`src/rtl/alu8_pkg.sv`:
```
package alu8_pkg;

    localparam int DW  = 8;
    localparam int NW  = DW / 2;
    localparam int OPW = 5;
    localparam int FW  = 4;

    typedef logic [DW-1:0] word_t;

    typedef enum logic [OPW-1:0] {
        OP_ADD = 5'd0,
        OP_ADC = 5'd1,
        OP_SUB = 5'd2,
        OP_SBC = 5'd3,
        OP_DAA = 5'd4,
        OP_AND = 5'd5,
        OP_OR  = 5'd6,
        OP_XOR = 5'd7,
        OP_CPL = 5'd8,
        OP_RL  = 5'd9,
        OP_RR  = 5'd10,
        OP_RLC = 5'd11,
        OP_RRC = 5'd12,
        OP_INC = 5'd13,
        OP_DEC = 5'd14,
        OP_SZ  = 5'd15,
        OP_SNZ = 5'd16,
        OP_SIZ = 5'd17,
        OP_SDZ = 5'd18
    } op_e;

    // bit order matches the status register: [0]=c [1]=ac [2]=z [3]=ov
    typedef struct packed {
        logic ov;
        logic z;
        logic ac;
        logic c;
    } flags_t;

    typedef struct packed {
        word_t  res;
        flags_t flg;
        flags_t upd;
        logic   skip;
    } alu_out_t;

    localparam flags_t UPD_NONE = '{ov: 1'b0, z: 1'b0, ac: 1'b0, c: 1'b0};
    localparam flags_t UPD_ALL  = '{ov: 1'b1, z: 1'b1, ac: 1'b1, c: 1'b1};
    localparam flags_t UPD_Z    = '{ov: 1'b0, z: 1'b1, ac: 1'b0, c: 1'b0};
    localparam flags_t UPD_C    = '{ov: 1'b0, z: 1'b0, ac: 1'b0, c: 1'b1};

    localparam word_t BCD_LO_FIX = word_t'(8'h06);
    localparam word_t BCD_HI_FIX = word_t'(8'h60);
    localparam logic [NW-1:0] BCD_DIGIT_MAX = NW'(9);
    localparam logic [DW:0]   BCD_BYTE_MAX  = (DW+1)'(9'h099);

    function automatic logic word_is_zero(input word_t w);
        return (w == '0);
    endfunction

    function automatic logic op_is_arith(input op_e op);
        return (op == OP_ADD) || (op == OP_ADC) || (op == OP_SUB) || (op == OP_SBC);
    endfunction

    function automatic logic op_is_sub(input op_e op);
        return (op == OP_SUB) || (op == OP_SBC);
    endfunction

endpackage

```
`src/rtl/alu8_addsub.sv`:
```
module alu8_addsub
    import alu8_pkg::*;
(
    input  word_t  a_i,
    input  word_t  b_i,
    input  logic   sub_i,
    input  logic   cin_i,
    output word_t  sum_o,
    output flags_t flg_o
);
    word_t            b_eff;
    logic [DW:0]      full;
    logic [DW-1:0]    below_top;
    logic [NW:0]      nib;
    logic             c_into_top;

    // subtraction is a + ~b + cin, so carry out means "no borrow"
    assign b_eff = sub_i ? ~b_i : b_i;

    assign full      = {1'b0, a_i} + {1'b0, b_eff} + {{DW{1'b0}}, cin_i};
    assign below_top = {1'b0, a_i[DW-2:0]} + {1'b0, b_eff[DW-2:0]} + {{(DW-1){1'b0}}, cin_i};
    assign nib       = {1'b0, a_i[NW-1:0]} + {1'b0, b_eff[NW-1:0]} + {{NW{1'b0}}, cin_i};

    assign c_into_top = below_top[DW-1];
    assign sum_o      = full[DW-1:0];

    always_comb begin
        flg_o.c  = full[DW];
        flg_o.ac = nib[NW];
        flg_o.ov = c_into_top ^ full[DW];
        flg_o.z  = word_is_zero(full[DW-1:0]);
    end

endmodule

```
`src/rtl/alu8_daa.sv`:
```
module alu8_daa
    import alu8_pkg::*;
(
    input  word_t a_i,
    input  logic  c_i,
    input  logic  ac_i,
    output word_t res_o,
    output logic  c_o
);
    logic        lo_fix;
    logic        hi_fix;
    logic [DW:0] step1;
    logic [DW:0] step2;

    assign lo_fix = (a_i[NW-1:0] > BCD_DIGIT_MAX) || ac_i;
    assign step1  = {1'b0, a_i} + (lo_fix ? {1'b0, BCD_LO_FIX} : '0);
    assign hi_fix = (step1 > BCD_BYTE_MAX) || c_i;
    assign step2  = step1 + (hi_fix ? {1'b0, BCD_HI_FIX} : '0);

    assign res_o = step2[DW-1:0];
    assign c_o   = hi_fix;

endmodule

```
`src/rtl/alu8_bitops.sv`:
```
module alu8_bitops
    import alu8_pkg::*;
(
    input  op_e   op_i,
    input  word_t a_i,
    input  word_t b_i,
    input  logic  c_i,
    output word_t res_o,
    output logic  c_o
);
    always_comb begin
        res_o = '0;
        c_o   = 1'b0;
        unique case (op_i)
            OP_AND: res_o = a_i & b_i;
            OP_OR:  res_o = a_i | b_i;
            OP_XOR: res_o = a_i ^ b_i;
            OP_CPL: res_o = ~a_i;
            OP_RL:  res_o = {a_i[DW-2:0], a_i[DW-1]};
            OP_RR:  res_o = {a_i[0], a_i[DW-1:1]};
            OP_RLC: begin
                res_o = {a_i[DW-2:0], c_i};
                c_o   = a_i[DW-1];
            end
            OP_RRC: begin
                res_o = {c_i, a_i[DW-1:1]};
                c_o   = a_i[0];
            end
            default: res_o = '0;
        endcase
    end

endmodule

```
`src/rtl/alu8_step.sv`:
```
module alu8_step
    import alu8_pkg::*;
(
    input  op_e   op_i,
    input  word_t a_i,
    output word_t res_o,
    output logic  skip_o
);
    word_t up;
    word_t down;

    assign up   = a_i + word_t'(1);
    assign down = a_i - word_t'(1);

    always_comb begin
        res_o  = '0;
        skip_o = 1'b0;
        unique case (op_i)
            OP_INC: res_o = up;
            OP_DEC: res_o = down;
            OP_SZ: begin
                res_o  = a_i;
                skip_o = word_is_zero(a_i);
            end
            OP_SNZ: begin
                res_o  = a_i;
                skip_o = !word_is_zero(a_i);
            end
            OP_SIZ: begin
                res_o  = up;
                skip_o = word_is_zero(up);
            end
            OP_SDZ: begin
                res_o  = down;
                skip_o = word_is_zero(down);
            end
            default: begin
                res_o  = '0;
                skip_o = 1'b0;
            end
        endcase
    end

endmodule

```
`src/rtl/alu8_core.sv`:
```
module alu8_core
    import alu8_pkg::*;
(
    input  logic [OPW-1:0] op_i,
    input  logic [DW-1:0]  a_i,
    input  logic [DW-1:0]  b_i,
    input  logic           c_i,
    input  logic           ac_i,
    output logic [DW-1:0]  res_o,
    output logic           c_o,
    output logic           ac_o,
    output logic           z_o,
    output logic           ov_o,
    output logic [FW-1:0]  upd_o,
    output logic           skip_o
);
    op_e      op;
    logic     as_sub;
    logic     as_cin;
    word_t    as_sum;
    flags_t   as_flg;
    word_t    daa_res;
    logic     daa_c;
    word_t    bit_res;
    logic     bit_c;
    word_t    stp_res;
    logic     stp_skip;
    alu_out_t sel;
    logic [FW-1:0] raw_flags;
    logic [FW-1:0] shown_flags;

    assign op = op_e'(op_i);

    // carry-in choice: plain ops fix it, the chained ops take c_i
    always_comb begin
        as_sub = op_is_sub(op);
        unique case (op)
            OP_ADD:  as_cin = 1'b0;
            OP_SUB:  as_cin = 1'b1;
            default: as_cin = c_i;
        endcase
    end

    alu8_addsub u_addsub (
        .a_i   (a_i),
        .b_i   (b_i),
        .sub_i (as_sub),
        .cin_i (as_cin),
        .sum_o (as_sum),
        .flg_o (as_flg)
    );

    alu8_daa u_daa (
        .a_i   (a_i),
        .c_i   (c_i),
        .ac_i  (ac_i),
        .res_o (daa_res),
        .c_o   (daa_c)
    );

    alu8_bitops u_bitops (
        .op_i  (op),
        .a_i   (a_i),
        .b_i   (b_i),
        .c_i   (c_i),
        .res_o (bit_res),
        .c_o   (bit_c)
    );

    alu8_step u_step (
        .op_i   (op),
        .a_i    (a_i),
        .res_o  (stp_res),
        .skip_o (stp_skip)
    );

    always_comb begin
        sel = '0;
        unique case (op)
            OP_ADD, OP_ADC, OP_SUB, OP_SBC: begin
                sel.res = as_sum;
                sel.flg = as_flg;
                sel.upd = UPD_ALL;
            end
            OP_DAA: begin
                sel.res   = daa_res;
                sel.flg   = UPD_NONE;
                sel.flg.c = daa_c;
                sel.upd   = UPD_C;
            end
            OP_AND, OP_OR, OP_XOR, OP_CPL: begin
                sel.res   = bit_res;
                sel.flg   = UPD_NONE;
                sel.flg.z = word_is_zero(bit_res);
                sel.upd   = UPD_Z;
            end
            OP_RL, OP_RR: begin
                sel.res = bit_res;
                sel.upd = UPD_NONE;
            end
            OP_RLC, OP_RRC: begin
                sel.res   = bit_res;
                sel.flg   = UPD_NONE;
                sel.flg.c = bit_c;
                sel.upd   = UPD_C;
            end
            OP_INC, OP_DEC: begin
                sel.res   = stp_res;
                sel.flg   = UPD_NONE;
                sel.flg.z = word_is_zero(stp_res);
                sel.upd   = UPD_Z;
            end
            OP_SZ, OP_SNZ, OP_SIZ, OP_SDZ: begin
                sel.res  = stp_res;
                sel.upd  = UPD_NONE;
                sel.skip = stp_skip;
            end
            default: sel = '0;
        endcase
    end

    // unaffected flags are forced low, one gate per flag
    assign raw_flags = sel.flg;
    for (genvar k = 0; k < FW; k++) begin : g_flag_gate
        assign shown_flags[k] = raw_flags[k] & sel.upd[k];
    end

    assign res_o  = sel.res;
    assign c_o    = shown_flags[0];
    assign ac_o   = shown_flags[1];
    assign z_o    = shown_flags[2];
    assign ov_o   = shown_flags[3];
    assign upd_o  = sel.upd;
    assign skip_o = sel.skip;

endmodule

```
`config.mk`:
```
export PLATFORM = sky130hd
export DESIGN_NAME = alu8_core
export DESIGN_NICKNAME = d
export VERILOG_FILES = /design/src/rtl/alu8_pkg.sv /design/src/rtl/alu8_addsub.sv /design/src/rtl/alu8_daa.sv /design/src/rtl/alu8_bitops.sv /design/src/rtl/alu8_step.sv /design/src/rtl/alu8_core.sv
export SDC_FILE = /design/constraint.sdc
export NUM_CORES = 1
export LEC_CHECK = 0
export CELL_PAD_IN_SITES_DETAIL_PLACEMENT = 2
export CELL_PAD_IN_SITES_GLOBAL_PLACEMENT = 2
export CORE_UTILIZATION = 28
export DETAILED_ROUTE_END_ITERATION = 8
export PLACE_DENSITY_LB_ADDON = 0.1
export RECOVER_POWER = 25
export SYNTH_ARGS = -nofsm -noshare
export SYNTH_HDL_FRONTEND = slang
export SYNTH_SLANG_ARGS = --single-unit
```
`constraint.sdc`:
```
create_clock -name vclk -period 6.64
set_input_delay 1.66 -clock vclk [all_inputs]
set_output_delay 1.66 -clock vclk [all_outputs]
set_load 0.01 [all_outputs]
```
# [Word-level counts from Yosys, hierarchy flattened]
# Index checks and enable logic that the tools add are counted.
[totals] register_bits=0 elab_cells=75 out_inout_bits=17 romBits=0 latch_bits=0 n_memories=0 mem_bits_rw=0 input_bits=23
[op_classes] mul=0 bitwise=10 n_eq_ne=18 n_div=0 muxes=12 magnitude_cmp=2 shift=0 n_addsub=10 n_reduce_logical=23
[ops] operator="8-bit case mux with 8 select lines" n=1
[ops] operator="8-bit logical NOT" n=6
[ops] operator="5-bit by 4-bit == test with 1-bit output, second input constant" n=8
[ops] operator="8-bit case mux with 4 select lines" n=1
[ops] operator="8-bit case mux with 3 select lines" n=1
[ops] operator="5-bit by 3-bit == test with 1-bit output, second input constant" n=4
[ops] operator="4-bit case mux with 5 select lines" n=1
[ops] operator="8-bit inverter" n=2
[ops] operator="5-bit == test, second input constant" n=3
[ops] operator="4-bit case mux with 3 select lines" n=1
[ops] operator="4-bit OR reduction" n=3
[ops] operator="6-bit OR reduction" n=2
[ops] operator="5-bit by 2-bit == test with 1-bit output, second input constant" n=2
[ops] operator="2-bit OR reduction" n=5
[ops] operator="8-bit by 3-bit adder with 9-bit output" n=1
[ops] operator="8-bit by 8-bit adder with 9-bit output" n=1
[ops] operator="9-bit by 1-bit adder with 9-bit output" n=1
[ops] operator="9-bit by 8-bit > comparator with 1-bit output, second input constant" n=1
[ops] operator="7-bit by 7-bit adder with 8-bit output" n=1
[ops] operator="8-bit by 1-bit adder with 8-bit output" n=1
[ops] operator="8-bit by 1-bit adder with 8-bit output, second input constant" n=1
[ops] operator="8-bit adder" n=1
[ops] operator="8-bit bitwise AND" n=1
[ops] operator="8-bit 2-to-1 mux" n=1
[ops] operator="19 further kinds" n=25

# [Depth between registers and ports, before layout]
# Gate-level depths: netlist of the first run.
[logic_depth] depth_word=9 ltp_mapped=22 mapped_depth_nobuf=21

# [Hierarchy]
# From an unflattened synthesis of the first run, not the netlist that was laid out.
[hier_totals] cells_unflattened=415 hier_area_um2=2999.1
[modules_own_cells] mod="alu8_core" area_each_um2=878.3 seq_area_each_um2=0.0 cells_each=122 instances=1
[modules_own_cells] mod="alu8_bitops" area_each_um2=774.5 seq_area_each_um2=0.0 cells_each=114 instances=1
[modules_own_cells] mod="alu8_step" area_each_um2=571.8 seq_area_each_um2=0.0 cells_each=86 instances=1
[modules_own_cells] mod="alu8_addsub" area_each_um2=493.0 seq_area_each_um2=0.0 cells_each=59 instances=1
[modules_own_cells] mod="alu8_daa" area_each_um2=281.5 seq_area_each_um2=0.0 cells_each=34 instances=1

# [Least setup slack after synthesis of the first run]
# Ideal clock, no wire load.
[synth_timing] path_kind="input to output" from="input port a_i[3]" to="output port res_o[7]" t_required_ns=4.980 n_path_buf=2 slack_ns=-0.453 stages=20 arrival_ns=5.433 cell_sequence="clkbuf_1 -> buf_1 -> o21ai_0 -> nand2b_1 -> ha_1 -> fa_1 -> or2_2 -> maj3_1 -> o21ai_0 -> a31oi_1 -> a221oi_1 -> inv_1 -> ha_1 -> inv_1 -> fa_1 -> xor2_1 -> xnor2_1 -> o21ai_0 -> nor2_1 -> o21ai_0"
[synth_via] elab_chain_cells=9 word_cells_on_any_way=14 classes_between="add/sub: 6; order compare: 2; mux: 4; reduce/logical: 2"
[synth_rtl] item="start: declaration" line_no="alu8_core.sv:5" rtl="input logic [DW-1:0] a_i,"
[synth_rtl] item="4-bit > comparator" line_no="alu8_daa.sv:15" rtl="assign lo_fix = (a_i[NW-1:0] > BCD_DIGIT_MAX) || ac_i;"
[synth_rtl] item="1-bit logical OR" line_no="alu8_daa.sv:15"
[synth_rtl] item="3-bit 2-to-1 mux" line_no="alu8_daa.sv:16" rtl="assign step1 = {1'b0, a_i} + (lo_fix ? {1'b0, BCD_LO_FIX} : '0);"
[synth_rtl] item="8-bit by 3-bit adder with 9-bit output" line_no="alu8_daa.sv:16"
[synth_rtl] item="9-bit by 8-bit > comparator with 1-bit output" line_no="alu8_daa.sv:17" rtl="assign hi_fix = (step1 > BCD_BYTE_MAX) || c_i;"
[synth_rtl] item="1-bit logical OR" line_no="alu8_daa.sv:17"
[synth_rtl] item="7-bit 2-to-1 mux" line_no="alu8_daa.sv:18" rtl="assign step2 = step1 + (hi_fix ? {1'b0, BCD_HI_FIX} : '0);"
[synth_rtl] item="8-bit adder" line_no="alu8_daa.sv:18"
[synth_rtl] item="8-bit case mux with 4 select lines *" line_no="alu8_core.sv:79" rtl="unique case (op)"
[synth_rtl] item="end: declaration" line_no="alu8_core.sv:9" rtl="output logic [DW-1:0] res_o,"
# Every way passes the cells marked *; elsewhere a longest branch is shown, timed or not.

# [Worst setup path in the final report of the first run]
[layout_timing] from="input port a_i[1]" to="output port res_o[7]"
# The elaborated chain is that of the path after synthesis.

==> results.md, run 1 <==
* Largest net degree at the start of global routing at 22
* Layout area overhead at 49.9%
* CP required at 4.98 ns
* Flop pwr share at 0
* Multiplexer share of the synthesized area at 0.0140
* Hold Crit Depth at 6
* Final Max Tran Viols at 0
* Design Power at 0.275 mW
* Xor and xnor area share after synthesis at 0.106
* Crit end category: primary output
* Hold_buf cts at 0
* Share of the yosys chip area belonging to registers at 0
* Final Hold Vio Count at 0
* Initial antenna violation count at 0
* Nets at 463
* Outcome: finished, violations left
* Worst hold endpoint: z_o
* Tmin final at approximately 7 ns
* Compound-cell area share of the yosys netlist at 0.312
* Post-DP HPWL at 8.78 mm
* Initial Util at 0.289
* Reported net switching power at approximately 0.14 mW
* Final RePlAce weighted congestion at roughly 0.87
* Switching share of power at 0.514
* Die H at around 91 um
* Failing checks: setup timing
* Synth Area in Simple Gates at 0.261
* # rows at 32
* Max Freq at ~150 MHz
* ANT nets after route at 0
* Count of cell types in the netlist at a little under 70
* Most frequent cells after synthesis: ha_1 (31), nor2_1 (27), xnor2_1 (21), inv_1 (20), nand2_1 (20)
* IO buf count at 40
* Clock network power share at 0
* WS Path Type: in2out
* Max Cap Violations at 0
* # IOs at 40
* Iter 0 DRT Violations at 123
* First-pass GRT wire length at ~17 mm
* FFs & Latches at 0
* Min-Delay Path Class: in2out
* Setup ws final at -0.214 ns
* Syn Nets at 374
* Most common cell in the netlist: ha_1
* Routed vias/inst at ~5.6
* Clk_buf instances at 0
* Critical Path Source Type: input port
* RSZ-0062 raised after global routing: yes
* Avg WL per Cell at 21.3 um
* DIE AREA at 8330 um2
* Gr ovfl total at 0
* Comb power frac at 1.000
* Synth Area in Adders at 0.219
* P per Cell Area at 82.2 nW/um2
* Post-Syn Area at 2230 um2
* Synth Area per Inst at 7.06 um2
* Final wirelength at roughly 11 mm
* Hold Crit Start: a_i[0]
* Reg area at 0 um2
* Share of cells above drive strength 1 at 0.275
* Critical path arrival at between 5 and 6 ns
* Setup violators final at 2
* Worst vdd ir at 0.0000422 V
* Top cells by area, synth: ha_1 (17%), xnor2_1 (8.2%), nor2_1 (4.5%)
* Inserted Diodes at 0
* Synth warnings at 0
* Largest family of logic cells by synthesized area: compound AO/OA/AOI/OAI gates
* Core area at between 7000 and 8000 um2
* Routed vias at 2828
* Period utilization at 1.03
* Top cell type's share of synthesized area at 0.174
* Internal power component at about 0.13 mW
* Die width at 91.3 um
* Leak at 1.43 nW
* Slew headroom at 0.266
* First-pass DRT Iterations at 4
* Worst-Margin Slew at 1.09 ns
* Residual DRC at 0
* All-Layer GR Usage at 0.252
* Vias in the first global route at 3022
* Setup TNS at -0.374 ns
* Cells after Synth at 316
* Fillcell total at 884
* Pre-CTS setup slack at -1.32 ns
* Max FO, Critical Path at 3
* Yosys top cell by area: ha_1
## cell families (layout without fill, tap and decap cells)
family | count (synthesis) | after routing
and+or+nand+nor | 111 | 111
buffers and inverters | 43 | 130
AOI/OAI and AO/OA | 95 | 95
muxes | 3 | 3
adders and majority gates | 37 | 37
xor gates and xnor gates | 27 | 27
## worst max-delay path, stage by stage
cell	delay (ns)
buf_12	0.11
clkinv_8	0.05
ha_4	0.14
nor2_4	0.04
o21ai_4	0.17
nand2b_4	0.08
ha_4	0.16
fa_1	0.48
or2_4	0.24
maj3_2	0.30
o21ai_1	0.08
a31oi_1	0.10
a221oi_2	0.34
inv_1	0.08
ha_2	0.18
inv_2	0.06
fa_2	0.21
xor2_2	0.16
xnor2_1	0.15
o21ai_1	0.08
nor2_1	0.13
o21ai_2	0.06
buf_2	0.13
## cell type report
type | count | area, um2 | share of cell area
Timing Repair Buffer | 109 | 922 | 0.276
Tap cell | 102 | 128 | 0.0381
Multi-Input combinational cell | 273 | 2190 | 0.655
Inverter | 21 | 104 | 0.0310
## worst max-delay path by stage
stage                      start       end  cells after the start
final                     a_i[1]  res_o[7]                     23
after floorplan           a_i[0]  res_o[7]                     22
after detailed placement  a_i[0]  res_o[7]                     22
after global placement    a_i[0]  res_o[6]                     19
after CTS                 a_i[1]  res_o[7]                     23
after global routing      a_i[1]  res_o[7]                     23
## repair_timing
item / 4_1_cts / 5_1_grt
endpoints found under the setup margin: 9 / 5
hold endpoints to repair: 0 / 0
resized for setup: 62 / 11
buffers inserted: 3 / 1
pin swaps: 21 / 10
## routing by layer
metal	track usage	up-vias	wire length, um
met1	0.315	1433	4640
met5	0	-	0
met2	0.489	41	5760
met3	0.00838	6	227
met4	0.0238	0	114
li1	-	1348	-
## power groups by stage
stage,logic [mW],registers [mW],clock network (mW)
after floorplan,0.130,0,0
after global placement,0.250,0,0
after detailed placement,0.257,0,0
after CTS,0.269,0,0
after global routing,0.296,0,0
final,0.275,0,0
## placed cells by master, fill, tap and decap left out, types with 4 or more instances in the layout
cell type        instances
xnor2_1                 21
buf_4                   67
o21ai_1                  4
ha_1                    27
nand4_1                  4
nand2_1                 20
dlygate4sd2_1            8
inv_1                   17
xor2_1                   5
nand3_1                 11
o21ai_0                 10
clkdlybuf4s50_1         21
a22o_1                   4
nor2_1                  26
a22oi_1                  5
a21oi_1                 15
a221oi_1                 4
a211oi_1                 5
nand2b_1                 4
and3_1                   4
nor3_1                   9
nor2b_1                  7
o22ai_1                  5
## through the flow
stage | hold WS, ns | util | instances | instance area [um2]
after floorplan | 3.47 | - | 316 | 2290
after global placement | 4.56 | 0.411 | 501 | 3180
after detailed placement | 4.56 | 0.411 | 501 | 3180
after CTS | 4.08 | 0.428 | 504 | 3310
after global routing | 4.12 | 0.433 | 505 | 3350
final | 4.11 | 0.433 | 505 | 3350
(Power assumes the default switching activity.)
==> run 2: changes to the inputs <==
Settings changed: PLACE_DENSITY set to 0.89, PLACE_DENSITY_LB_ADDON 0.1 to unset.
==> results.md, run 2 (synthesis results as in run 1) <==
* Post-DP HPWL at 9.89 mm (+13%)
* CP startpoint: a_i[1]
* First-pass DRT Iterations at 4 (unchanged)
* Global Route met2 Usage at 0.592 (+0.103)
* Pre-CTS setup slack at -1.21 ns (+0.110 ns)
* CP required at 4.98 ns (about the same)
* Routed vias/inst at 6.14 (+9.7%)
* Setup ws final at -0.600 ns (-0.387 ns)
* # IOs at 40 (unchanged)
* Worst hold endpoint: res_o[7]
* Critical Path Source Type: input port
* Avg WL per Cell at 26.7 um (+25%)
* Final Max Tran Viols at 0 (unchanged)
* Hold Crit Start: op_i[4]
* ANT nets after route at 0 (unchanged)
* First-pass GRT wire length at 20.6 mm (+24%)
* Min-Delay Path Class: in2out
* Die H at 91.3 um (unchanged)
* Residual DRC at 0 (unchanged)
* Fillcell total at 881 (-0.34%)
* IO buf count at 40 (unchanged)
* Layout area overhead at 48.2%
* Critical path arrival at 5.58 ns (+0.39 ns)
* Reg area at 0 um2 (unchanged)
* Share of cells above drive strength 1 at 0.276 (+0.000685)
* GR peak layer: met2
* Die width at 91.3 um (unchanged)
* Worst-Margin Slew at 1.09 ns (+0.00178 ns)
* Grt met1 use at 0.374 (+0.0586)
* Most frequent cells in the layout: buf_4 (67), ha_1 (27), nor2_1 (26), clkdlybuf4s50_1 (23), xnor2_1 (21)
* Final RePlAce weighted congestion at 0.968 (+12%)
* Failing checks: setup timing
* Met3 Use GR at 0.0193 (+0.0109)
* Max Cap Violations at 0 (unchanged)
* Worst vdd ir at 0.0000506 V (+20%)
* Hold Crit Depth at 5 (-1)
* Clk_buf instances at 0 (unchanged)
* Outcome: finished, violations left
* Initial Util at 0.289 (unchanged)
* # rows at 32 (unchanged)
* RSZ-0062 raised after global routing: yes
* Iter 0 DRT Violations at 177 (+44%)
* Final Hold Vio Count at 0 (unchanged)
* Vias in the first global route at 3397 (+12%)
* Nets at 462 (-0.22%)
* Tmin final at 7.24 ns (+0.387 ns)
* Slew headroom at 0.264 (-0.00120)
* FFs & Latches at 0 (unchanged)
* Most common cell after layout, fill and taps aside: buf_4
* Final wirelength at 13.4 mm (+25%)
* Gr ovfl total at 0 (unchanged)
* Final cell count without fillers at 504 (-0.20%)
* WS Path Type: in2out
* Crit end category: primary output
* P per Cell Area at 90.1 nW/um2 (+9.6%)
* Core area at 7730 um2 (unchanged)
* Routed vias at 3097 (+9.5%)
* Setup violators final at 2 (unchanged)
* Inserted Diodes at 0 (unchanged)
* Max Freq at 138 MHz (-5.3%)
* Largest net degree at the start of global routing at 22 (unchanged)
* All-Layer GR Usage at 0.322 (+0.0705)
* Period utilization at 1.09 (+0.0582)
* Area of the multi-input gates at 2180 um2 (-0.40%)
* Leak at 1.41 nW (-1.7%)
* Initial antenna violation count at 0 (unchanged)
* Max FO, Critical Path at 3 (unchanged)
* DIE AREA at 8330 um2 (unchanged)
* Placed cell count at 500 (-0.20%)
## run 2: how the worst max path moves through the flow
stage,end,slack (ns)
after floorplan,res_o[7],-0.04
after global placement,res_o[6],-0.94
after detailed placement,res_o[7],-1.21
after CTS,res_o[7],-0.35
after global routing,res_o[7],-0.74
final,res_o[7],-0.60
## run 2: final cells by class
class | instances | area share
Multi-Input combinational cell | 273 | 0.661
Timing Repair Buffer | 108 | 0.271
Tap cell | 102 | 0.0386
Inverter | 21 | 0.0299
## run 2: where the power goes
group,switching (mW),leakage [nW],internal [mW]
clock,0,0,0
combinational,0.163,1.41,0.135
sequential,0,0,0
total,0.163,1.41,0.135
## run 2: per-layer routing
| metal | wire, um | part of all wire | up-vias |
|---|---|---|---|
| met5 | 0 | 0 | - |
| met4 | 849 | 0.063 | 0 |
| met3 | 473 | 0.035 | 60 |
| met2 | 6820 | 0.51 | 121 |
| met1 | 5290 | 0.39 | 1564 |
| li1 | - | - | 1352 |
## run 2: critical path: stages
cell and delay [ns]:
buf_8 0.11, inv_8 0.06, ha_4 0.16, nor2_4 0.04, o21ai_2 0.13, nand2b_1 0.11, ha_2 0.22, fa_1 0.51
or2_4 0.26, maj3_2 0.31, o21ai_2 0.07, a31oi_1 0.12, a221oi_2 0.31, inv_1 0.09, ha_2 0.19, inv_2 0.09
fa_2 0.28, xor2_2 0.19, xnor2_1 0.16, o21ai_1 0.10, nor2_1 0.19, o21ai_2 0.07, buf_2 0.14
## run 2: what timing repair did
action	4_1_cts	5_1_grt
gates resized for setup	50	20
setup buffers	4	1
endpoints found under the setup margin	10	8
hold buffers	0	0
pin swaps	18	18
## run 2: stage by stage
stage,hold WS (ns),instance area [um2],power (mW),TNS (ns),utilization
after floorplan,3.47,2290,0.130,-0.0370,-
after global placement,4.56,3170,0.244,-3.66,0.410
after detailed placement,4.58,3170,0.264,-5.79,0.410
after CTS,4.08,3260,0.273,-0.589,0.421
after global routing,4.11,3310,0.314,-1.22,0.428
final,4.09,3310,0.298,-0.951,0.428
